File: src/rtl/stat_group.sv
module stat_group #(
  parameter int W = 16
) (
  input  logic         clk,
  input  logic         rst_n,
  input  logic [W-1:0] cond_in,
  input  logic [2:0]   addr,
  input  logic         rd_en,
  input  logic         wr_en,
  input  logic [W-1:0] wdata,
  input  logic         clr_stat,
  output logic [W-1:0] rdata,
  output logic         summary
);

  localparam logic [2:0] A_COND = 3'd0;
  localparam logic [2:0] A_RISE = 3'd1;
  localparam logic [2:0] A_FALL = 3'd2;
  localparam logic [2:0] A_EVT  = 3'd3;
  localparam logic [2:0] A_MASK = 3'd4;

  logic [W-1:0] cond_q, rise_q, fall_q, evt_q, mask_q, hits, rd_mux;
  logic         clr_now;

  assign hits    = (cond_in & ~cond_q & rise_q) | (~cond_in & cond_q & fall_q);
  assign clr_now = clr_stat | (rd_en && addr == A_EVT);

  always_comb begin
    case (addr)
      A_COND:  rd_mux = cond_in;
      A_RISE:  rd_mux = rise_q;
      A_FALL:  rd_mux = fall_q;
      A_EVT:   rd_mux = evt_q;
      A_MASK:  rd_mux = mask_q;
      default: rd_mux = '0;
    endcase
  end

  always_ff @(posedge clk) begin
    if (!rst_n) begin
      cond_q  <= '0;
      rise_q  <= '0;
      fall_q  <= '0;
      evt_q   <= '0;
      mask_q  <= '0;
      rdata   <= '0;
      summary <= 1'b0;
    end else begin
      cond_q  <= cond_in;
      evt_q   <= (clr_now ? '0 : evt_q) | hits;
      summary <= |(evt_q & mask_q);
      if (rd_en) rdata <= rd_mux;
      if (wr_en && addr == A_RISE) rise_q <= wdata;
      if (wr_en && addr == A_FALL) fall_q <= wdata;
      if (wr_en && addr == A_MASK) mask_q <= wdata;
    end
  end


  evt_sticky_chk: assert property (@(posedge clk) disable iff (!rst_n)
    !clr_now |=> ((evt_q & $past(evt_q)) == $past(evt_q)));


  edge_sets_chk: assert property (@(posedge clk) disable iff (!rst_n)
    (hits != '0) |=> ((evt_q & $past(hits)) == $past(hits)));


  unfiltered_quiet_chk: assert property (@(posedge clk) disable iff (!rst_n)
    1'b1 |=> ((evt_q & ~$past(evt_q) & ~($past(rise_q) | $past(fall_q))) == '0));


  rise_hold_chk: assert property (@(posedge clk) disable iff (!rst_n)
    !(wr_en && addr == A_RISE) |=> $stable(rise_q));


  fall_hold_chk: assert property (@(posedge clk) disable iff (!rst_n)
    !(wr_en && addr == A_FALL) |=> $stable(fall_q));


  mask_hold_chk: assert property (@(posedge clk) disable iff (!rst_n)
    !(wr_en && addr == A_MASK) |=> $stable(mask_q));


  summary_track_chk: assert property (@(posedge clk) disable iff (!rst_n)
    1'b1 |=> (summary == |($past(evt_q) & $past(mask_q))));


  read_latency_chk: assert property (@(posedge clk) disable iff (!rst_n)
    (rd_en && addr == A_MASK) |=> (rdata == $past(mask_q)));


  rdata_hold_chk: assert property (@(posedge clk) disable iff (!rst_n)
    !rd_en |=> $stable(rdata));

endmodule

File: config.mk
export PLATFORM = sky130hd
export DESIGN_NAME = stat_group
export DESIGN_NICKNAME = d
export VERILOG_FILES = /design/src/rtl/stat_group.sv
export SDC_FILE = /design/constraint.sdc
export NUM_CORES = 1
export LEC_CHECK = 0
export BUFFER_PORTS_ARGS = -buffer_cell sky130_fd_sc_hd__buf_2
export CORE_MARGIN = 2
export CORE_UTILIZATION = 40
export CTS_CLUSTER_SIZE = 8
export DETAILED_ROUTE_END_ITERATION = 7
export PLACE_DENSITY = 0.69
export SLEW_MARGIN = 10
export SYNTH_ARGS = -nofsm -noshare
export SYNTH_HDL_FRONTEND = slang
export SYNTH_SLANG_ARGS = --single-unit
File: constraint.sdc
create_clock -name clk -period 3.7 [get_ports clk]
set_input_delay 0.37 -clock clk [delete_from_list [all_inputs] [get_ports clk]]
set_output_delay 0.37 -clock clk [all_outputs]
set_load 0.01 [all_outputs]
==> results of run 1 <==
synth_stat cells, types with 2 or more instances:
master and instances:
nand3_1 3, mux4_2 14, buf_2 12, o22ai_1 14
a21oi_1 18, a22oi_1 18, clkbuf_1 13, inv_1 16
nand3b_1 17, and3b_1 2, a21boi_1 48, dfxtp_1 97
o21ai_0 16, nor2b_1 17, and2_1 31, and3_1 3
buf_6 2, a221oi_1 2, nand2b_1 2, a22o_1 2
nand2_1 116
layout make-up:
cell class / instances / area share (%)
flip-flops and latches: 97 / 40.53
inverters: 16 / 1.254
clock inverters: 4 / 0.6007
well taps: 136 / 3.552
clock buffers: 12 / 3.030
repair buffers: 57 / 6.007
multi-input cells: 335 / 45.02
metal layers:
layer	share of wire [%]	routed length, µm
met4	1.5	160
met1	44	4722
met5	0	0
met3	4.7	503
met2	49	5231
power breakdown:
part	leakage [nW]	internal (W)	switching (W)	total [W]
registers	0.788	0.00107	0.0000158	0.00108
logic	0.853	0.0000710	0.0000946	0.000166
clock network	0.0826	0.000263	0.000366	0.000630
final timing paths:
| path | from | end | slack, ps | cells after the start |
|---|---|---|---|---|
| max | addr[0] | mask_q[7]$_SDFFE_PN0P_ | 1700 | 5 |
| min | cond_in[6] | cond_q[6]$_SDFF_PN0_ | 230 | 2 |
| min reg2reg | mask_q[14]$_SDFFE_PN0P_ | mask_q[14]$_SDFFE_PN0P_ | 470 | 2 |
| max reg2reg | evt_q[8]$_SDFF_PN0_ | rdata[8]$_SDFFE_PN0P_ | 2210 | 4 |
per-stage QoR:
stage	hold WS [ps]	worst slack [ps]
floorplan	444.1	2212
global placement	457.3	1349
detailed placement	463.5	1321
CTS	222.2	1716
global route	241.9	1473
finish	231.0	1701
state kept, by name, summed over array words and instances, names as in the netlist:
register,flops
evt_q,16
fall_q,16
summary,1
rise_q,16
mask_q,16
cond_q,16
rdata,16
logic make-up after synthesis:
group,count (synthesis),share of synthesized area (%)
simple gates,194,22.34
compound gates,124,19.72
flops,97,45.14
buf+inv,45,4.712
mux,17,8.086
==> summary.txt, run 1 <==
Power and ir drop
  • Power per Cell Area: 392.2 mW/mm²
  • Power, Total: 0.001879 W
  • IR Drop Worst-Case VDD: 0.1566 mV
  • Leakage: 1.723 nW

Clock network
  • Post-CTS resize count: 0
  • Total CTS buffers: 9
  • Clk pin slew, worst setup/hold paths: 90 ps
  • Clock latency at the later pin of the worst-skew pair: 380 ps
  • Clock root cell: clkbuf_8
  • Maximum number of buffers from clock root to sink: 2
  • Clock Sinks: 97
  • CTS hold repair buffers: 0
  • TritonCTS clock tree: yes
  • Setup fix buffers added after clock tree synthesis: 0
  • H-tree levels: 3

Critical path
  • Required time of the critical path: 4010 ps
  • Endpoint class of the critical path: register
  • Critical-path cell list: buf_2 > nor3b_4 > and2_1 > nand2_1 > a21boi_1
  • Crit-path leading delay family: simple AND/OR/NAND/NOR gates
  • Number of buffers and inverters on the critical path: 1
  • Cell with the largest stage delay on the worst path: nor3b_4
  • Longest individual stage delay on the worst path: 710 ps
  • Worst EP arrival: 2310 ps
  • Class of the most critical setup path: input port to register
  • Biggest fanout along the worst timing path: 23
  • Critical path startpoint category: input port

Global route
  • Wire length of the first global-routing pass: 17130 µm
  • M2 GR Usage: 31.36%
  • M3 GR Usage: 4.419%
  • Vias in the first global route: 3322
  • Number of antenna violations at the first check in global routing: 0
  • Most used routing layer in global routing: met2
  • Maximum number of pins on one net before global-route repair: 63
  • GRT Residual Overflow: 0
  • Grt met1 use: 25.70%
  • Total routing resource utilization after global routing: 19.33%

Finish
  • Final net count: 556
  • Filler instances: 1047
  • Core Util, Final: 46.20%
  • Commonest cells after routing, fill and taps aside: 116 x nand2_1, 97 x dfxtp_1, 56 x buf_2
  • Final non-filler cell area: 0.004791 mm²
  • Share of final-layout standard cells stronger than drive strength 1: 16.89%
  • Final instance count without filler cells: 657
  • Layout-stage area growth over the synthesis result: 11.37%
  • Multi-input gate area in the final layout: 0.002157 mm²
  • Commonest non-fill, non-tap cell in the layout: nand2_1
  • Total inserted antenna cells: 0
  • Sequential cell area in the final layout: 0.001942 mm²

Yosys
  • Cell accounting for the most synthesized area: dfxtp_1
  • EDFF count, synth: 0
  • Per-instance average area after synthesis: 9.018 µm²
  • Seq/Total Area, Yosys: 45.14%
  • FF+latch count, synth: 97
  • Share of synthesized registers carrying an async set or reset: 0%
  • Yosys warnings: 0
  • Area share of the largest cell type after synthesis: 45.14%
  • Cell variety after synth: 35
  • Cells after Synth: 477
  • Synth area leaders: dfxtp_1 45%, nand2_1 10%, a21boi_1 8.4%, mux4_2 7.3%, and2_1 4.5%
  • Top FF cell, synth: dfxtp_1
  • Syn nets: 517
  • Summed instance area of the synthesized netlist: 0.004302 mm²

Run status
  • Run status: finished, final reports clean

Flow run
  • Max-cap violations: 0

STA
  • Total Neg Setup Slack: 0 ps
  • Final critical-path required period: 1999 ps
  • Final Max Tran Viols: 0
  • Number of endpoints with negative hold slack in the final report: 0
  • Setup repair after global routing missed its margin: no
  • Slew at the pin closest to its max-slew limit: 887.9 ps
  • Max-slew headroom at the worst pin: 40.80%
  • Final count of negative-setup-slack endpoints: 0
  • Worst Skew: 13.50 ps
  • FMAX: 500.2 MHz
  • Tcrit/Tclk final: 54.04%

Detailed routing
  • Wire length per cell after detailed routing: 16.16 µm
  • Count of unresolved DRC violations after routing: 0
  • Starting DRC count in detailed routing: 264
  • Post-route antenna net violation count: 0
  • Total number of vias: 3522
  • Wire length reported by the detailed router: 10620 µm
  • Detailed-router iteration count before antenna repair: 5
  • Post-DR vias/cell: 5.361

Die
  • Die height: 107.7 µm
  • Die Footprint: 0.01160 mm²
  • Die Span X: 107.7 µm
  • Initial core utilization: 41.48%
  • Rows: 37
  • Top-level I/O count: 57
  • Std-Cell Core Area: 0.01037 mm²

Placed design
  • Area after DPL: 0.004617 mm²
  • Post-detailed-placement half-perimeter wirelength: 7274 µm
  • Number of buffers added on ports: 56
  • Final weighted congestion of routability-driven global placement: 0.8610
  • Placed Cells incl. Taps: 641

Min path
  • Class of the worst hold path: input port to register
(Power assumes the default switching activity.)
==> inputs of run 2 (changes only) <==
Settings changed: PLACE_DENSITY 0.69 to 0.71.
Clock period 3.7 ns to 1.81 ns, I/O delays scaled along.
==> run 2 against run 1 <==
Net effect:
- via count is 2.4% higher
- count of clock-buffer cells in the layout shrank 2
- non-clock buffer count up 22
- total power increased by 120%
- design area up 5.1%
==> summary.txt, run 2 (synthesized netlist as in run 1, its figures left out) <==
Finish
  • Final net count: 578
  • Share of final-layout standard cells stronger than drive strength 1: 20.63%
  • Total inserted antenna cells: 0
  • Filler instances: 1013
  • Commonest non-fill, non-tap cell in the layout: nand2_1
  • Commonest cells after routing, fill and taps aside: 116 x nand2_1, 97 x dfxtp_1, 56 x buf_2
  • Layout-stage area growth over the synthesis result: 17.07%
  • Final non-filler cell area: 0.005036 mm²
  • Core Util, Final: 48.56%

Detailed routing
  • Wire length reported by the detailed router: 11190 µm
  • Count of unresolved DRC violations after routing: 0
  • Post-route antenna net violation count: 0
  • Starting DRC count in detailed routing: 200
  • Detailed-router iteration count before antenna repair: 4
  • Wire length per cell after detailed routing: 16.48 µm
  • Total number of vias: 3605
  • Post-DR vias/cell: 5.309

Critical path
  • Worst EP arrival: 1670 ps
  • Cell with the largest stage delay on the worst path: mux4_2
  • Longest individual stage delay on the worst path: 480 ps
  • Critical-path cell list: mux4_2 > a22oi_1 > o22ai_1 > and2_1
  • Biggest fanout along the worst timing path: 3
  • FF-to-FF path depth: 4
  • Class of the most critical setup path: register to register
  • Required time of the critical path: 2090 ps
  • Endpoint class of the critical path: register
  • Critical path startpoint category: register

Die
  • Die Footprint: 0.01160 mm²
  • Initial core utilization: 41.48%
  • Die Span X: 107.7 µm
  • Std-Cell Core Area: 0.01037 mm²
  • Die height: 107.7 µm
  • Top-level I/O count: 57
  • Rows: 37

STA
  • FMAX: 722.7 MHz
  • Tcrit/Tclk final: 76.45%
  • Worst Skew: 9.889 ps
  • Final critical-path required period: 1384 ps
  • Number of endpoints with negative hold slack in the final report: 0
  • Final Max Tran Viols: 0
  • Total Neg Setup Slack: 0 ps
  • Setup repair after global routing missed its margin: no
  • Final count of negative-setup-slack endpoints: 0
  • Max-slew headroom at the worst pin: 62.92%
  • Slew at the pin closest to its max-slew limit: 555.5 ps

Global route
  • Vias in the first global route: 3494
  • Wire length of the first global-routing pass: 18030 µm
  • Number of antenna violations at the first check in global routing: 0
  • GRT Residual Overflow: 0
  • Total routing resource utilization after global routing: 20.42%
  • Maximum number of pins on one net before global-route repair: 36

Power and ir drop
  • Leakage: 1.872 nW
  • Power per Cell Area: 803.0 mW/mm²
  • IR Drop Worst-Case VDD: 0.3609 mV

Placed design
  • Number of buffers added on ports: 56
  • Post-detailed-placement half-perimeter wirelength: 8144 µm
  • Area after DPL: 0.004832 mm²
  • Final weighted congestion of routability-driven global placement: 0.8399

Flow run
  • Max-cap violations: 0

Clock network
  • Setup fix buffers added after clock tree synthesis: 0
  • TritonCTS clock tree: yes
  • Clock root cell: clkbuf_8
  • Total CTS buffers: 9
  • Clock Sinks: 97
  • CTS hold repair buffers: 0
  • Clock latency at the later pin of the worst-skew pair: 380 ps
  • Clk pin slew, worst setup/hold paths: 100 ps
  • Post-CTS resize count: 0
  • H-tree levels: 3
  • Maximum number of buffers from clock root to sink: 2

Min path
  • Number of cells traversed by the worst hold path: 2
  • Class of the worst hold path: input port to register

Run status
  • Run status: finished, final reports clean
## run 2: area by class of cell
cell class	instances	area, µm²	area share [%]
sequential	97	1942	38.56
timing repair buffer	79	503.0	9.988
inverter	16	60.06	1.193
tap	136	170.2	3.379
clock inverter	6	66.31	1.317
multi-input combinational	335	2157	42.83
clock buffer	10	137.6	2.733
## run 2: worst paths after layout
kind	startpoint	endpoint	slack, ps
setup / recovery	evt_q[1]$_SDFF_PN0_	rdata[1]$_SDFFE_PN0P_	430
hold / removal	cond_in[5]	cond_q[5]$_SDFF_PN0_	40
setup reg to reg	evt_q[1]$_SDFF_PN0_	rdata[1]$_SDFFE_PN0P_	430
hold reg to reg	fall_q[2]$_SDFFE_PN0P_	fall_q[2]$_SDFFE_PN0P_	470
## run 2: through the flow
stage	cells	setup slack [ps]	hold slack [ps]	total power, W
2_1_floorplan	477	511.2	302.7	0.002472
3_3_place_gp	663	240.9	425.3	0.002639
3_5_place_dp	663	219.5	428.2	0.002649
4_1_cts	679	445.9	30.76	0.004077
5_1_grt	679	381.8	38.10	0.004191
6_report	679	426.2	37.51	0.004044
## run 2: worst max-delay path: cells and delay by family, from the launching register on
kind             cells  cell delay (ps)
flip-flops           1              360
AND/OR/NAND/NOR      1              160
AO/OA/AOI/OAI        2              290
multiplexers         1              480
## run 2: layer usage
metal	part of all wire [%]	GRT usage, %	wire (µm)
met5	0	0	0
met4	2.0	9.707	227
met3	5.7	2.845	634
met2	50	35.22	5584
met1	42	24.97	4741
## run 2: where the power goes
group / switching [W] / leakage (nW) / total, W / internal [W]
registers: 0.0000326 / 0.788 / 0.00222 / 0.00218
clock network: 0.000765 / 0.107 / 0.00145 / 0.000681
logic: 0.000204 / 0.978 / 0.000383 / 0.000179
total: 0.00100 / 1.87 / 0.00404 / 0.00304
==> inputs of run 3 (changes only) <==
Settings changed: ABC_AREA set to 1, PLACE_DENSITY 0.71 to 0.69.
Clock period 1.81 ns to 1.37 ns, I/O delays scaled along.
==> run 3 against run 2 <==
Net effect:
- sequential power up 33%
- total power up 36%
- clock power up 31%
- hold slack worse by 24 ps
- sequential share of layout area down 1.7 points
- combinational power up 65%
- clock skew up 1.1 ps
==> summary.txt, run 3 <==
Run status
  • Run status: finished, final reports clean

STA
  • Tcrit/Tclk final: 94.20%
  • Final Max Tran Viols: 0
  • Final critical-path required period: 1291 ps
  • Setup repair after global routing missed its margin: no
  • Worst Skew: 11.03 ps
  • Slew at the pin closest to its max-slew limit: 414.2 ps
  • Max-slew headroom at the worst pin: 72.09%
  • Number of endpoints with negative hold slack in the final report: 0
  • FMAX: 774.9 MHz
  • Minimum hold slack: 13.21 ps
  • Final count of negative-setup-slack endpoints: 0
  • Total Neg Setup Slack: 0 ps

Yosys
  • Area share of the largest cell type after synthesis: 44.65%
  • Most numerous cell in the Yosys netlist: nand2_1
  • Yosys warnings: 0
  • Most frequent cells after synthesis: 138 x nand2_1, 97 x dfxtp_1, 74 x nand3_1, 71 x a21oi_1, 70 x inv_1
  • EDFF count, synth: 0
  • Per-instance average area after synthesis: 7.015 µm²
  • FF+latch count, synth: 97
  • Synth area leaders: dfxtp_1 45%, nand2_1 12%, nand3_1 8.5%, a21oi_1 8.2%, inv_1 6.0%
  • Top FF cell, synth: dfxtp_1
  • Share of synthesized registers carrying an async set or reset: 0%
  • Syn nets: 660
  • Cell variety after synth: 24
  • Cell accounting for the most synthesized area: dfxtp_1
  • Seq/Total Area, Yosys: 44.65%
  • Summed instance area of the synthesized netlist: 0.004349 mm²
  • Cells after Synth: 620

Clock network
  • Setup fix buffers added after clock tree synthesis: 0
  • Maximum number of buffers from clock root to sink: 2
  • Total CTS buffers: 9
  • H-tree levels: 3
  • Clock root cell: clkbuf_8
  • Clk pin slew, worst setup/hold paths: 90 ps
  • Clock Sinks: 97
  • TritonCTS clock tree: yes
  • Post-CTS resize count: 0
  • Clock latency at the later pin of the worst-skew pair: 370 ps

Finish
  • Commonest cells after routing, fill and taps aside: 138 x nand2_1, 97 x dfxtp_1, 74 x nand3_1
  • Core Util, Final: 49.07%
  • Layout-stage area growth over the synthesis result: 21.23%
  • Commonest non-fill, non-tap cell in the layout: nand2_1
  • Final net count: 736
  • Share of final-layout standard cells stronger than drive strength 1: 16.69%
  • Final non-filler cell area: 0.005273 mm²

Critical path
  • Worst EP arrival: 1550 ps
  • Cell with the largest stage delay on the worst path: dlygate4sd3_1
  • Crit-path leading delay family: buffers and inverters
  • Critical path startpoint category: input port
  • Required time of the critical path: 1630 ps
  • Class of the most critical setup path: input port to register
  • Longest individual stage delay on the worst path: 530 ps
  • Endpoint class of the critical path: register
  • Cell occurring most often along the worst timing path: nand3_1
  • Number of buffers and inverters on the critical path: 3
  • Critical-path cell list: dlygate4sd3_1 > buf_2 > nand3_1 > nand3_1 > o21ai_0 > buf_4 > a21oi_1
  • Biggest fanout along the worst timing path: 4

Power and ir drop
  • Sequential share of power: 53.8%
  • Proportion of total power due to net switching: 26.39%
  • Power per Cell Area: 1041 mW/mm²
  • Leakage: 2.262 nW
  • Net switching component of the power: 0.001448 W
  • IR Drop Worst-Case VDD: 0.4031 mV
  • Cell-internal power: 0.004038 W
  • Power, Total: 0.005487 W
  • Clock network power share: 34.7%
  • Combinational group share of total power: 11.5%

Detailed routing
  • Starting DRC count in detailed routing: 315
  • Count of unresolved DRC violations after routing: 0
  • Detailed-router iteration count before antenna repair: 5
  • Total number of vias: 4316
  • Wire length per cell after detailed routing: 14.50 µm
  • Post-route antenna net violation count: 0
  • Wire length reported by the detailed router: 12210 µm
  • Post-DR vias/cell: 5.126

Placed design
  • Area after DPL: 0.004955 mm²
  • Post-detailed-placement half-perimeter wirelength: 8654 µm
  • Number of buffers added on ports: 56
  • Final weighted congestion of routability-driven global placement: 0.9471

Global route
  • Vias in the first global route: 4053
  • Total routing resource utilization after global routing: 21.72%
  • Number of antenna violations at the first check in global routing: 1
  • GRT Residual Overflow: 0
  • Wire length of the first global-routing pass: 19760 µm
  • Maximum number of pins on one net before global-route repair: 44

Flow run
  • Max-cap violations: 0

Die
  • Std-Cell Core Area: 0.01075 mm²
  • Die height: 108.3 µm
  • Die Span X: 108.3 µm
  • Top-level I/O count: 57
  • Die Footprint: 0.01172 mm²
  • Initial core utilization: 40.48%
  • Rows: 38

Min path
  • Class of the worst hold path: input port to register
run 3: worst paths after layout:
| kind | cells after the start | end | from | slack [ps] |
|---|---|---|---|---|
| worst max-delay path | 7 | rdata[4]$_SDFFE_PN0P_ | cond_in[4] | 80 |
| worst min-delay path | 3 | cond_q[3]$_SDFF_PN0_ | cond_in[3] | 10 |
| worst max register to register | 5 | rdata[4]$_SDFFE_PN0P_ | mask_q[4]$_SDFFE_PN0P_ | 170 |
| worst min register to register | 2 | rdata[11]$_SDFFE_PN0P_ | rdata[11]$_SDFFE_PN0P_ | 470 |
run 3: kinds of logic (layout without fill, tap and decap cells):
family	Yosys count	count (layout)	synth area share, %
buf+inv	110	191	10.76
simple gates	284	284	28.94
flops	97	97	44.65
compound gates	129	129	15.65
other cells	0	1	0
run 3: timing repair:
item,4_1_cts,5_1_grt
endpoints found under the setup margin,0,0
hold endpoints to repair,12,0
hold buffers,12,0
run 3: metal layers:
layer / part of all wire, % / global-route usage [%] / vias to the layer above
li1: - / - / 2186
met1: 45 / 28.22 / 1941
met2: 46 / 35.76 / 169
met3: 7.4 / 4.400 / 20
met4: 2.1 / 7.875 / 0
met5: 0 / 0 / -
run 3: layout make-up:
type	instances	area, µm²
Tap cell	140	175.2
Clock inverter	5	53.80
Clock buffer	11	141.4
Fill cell	1059	5473
Multi-Input combinational cell	413	1939
Sequential cell	97	1942
Timing Repair Buffer	101	735.7
Antenna cell	1	2.502
Inverter	74	282.8
run 3: worst register-to-register path, cell delays in order (launching register included):
cell and delay, ps:
dfxtp_1 350, nand3_1 90, nand3_1 70, o21ai_0 350, buf_4 190, a21oi_1 50
run 3: per-stage QoR:
step / std cells / worst slack [ps]
finish: 842 / 79.48
global route: 841 / 87.26
CTS: 841 / 108.2
detailed placement: 813 / -5.174
global placement: 813 / 7.904
floorplan: 620 / 190.7
run 3: power groups by stage:
stage	clock network [W]	logic [W]	registers [W]
6_report	0.00190	0.000632	0.00295
5_1_grt	0.00203	0.000695	0.00296
4_1_cts	0.00192	0.000625	0.00295
3_5_place_dp	0	0.000597	0.00302
3_3_place_gp	0	0.000590	0.00301
2_1_floorplan	0	0.000323	0.00301
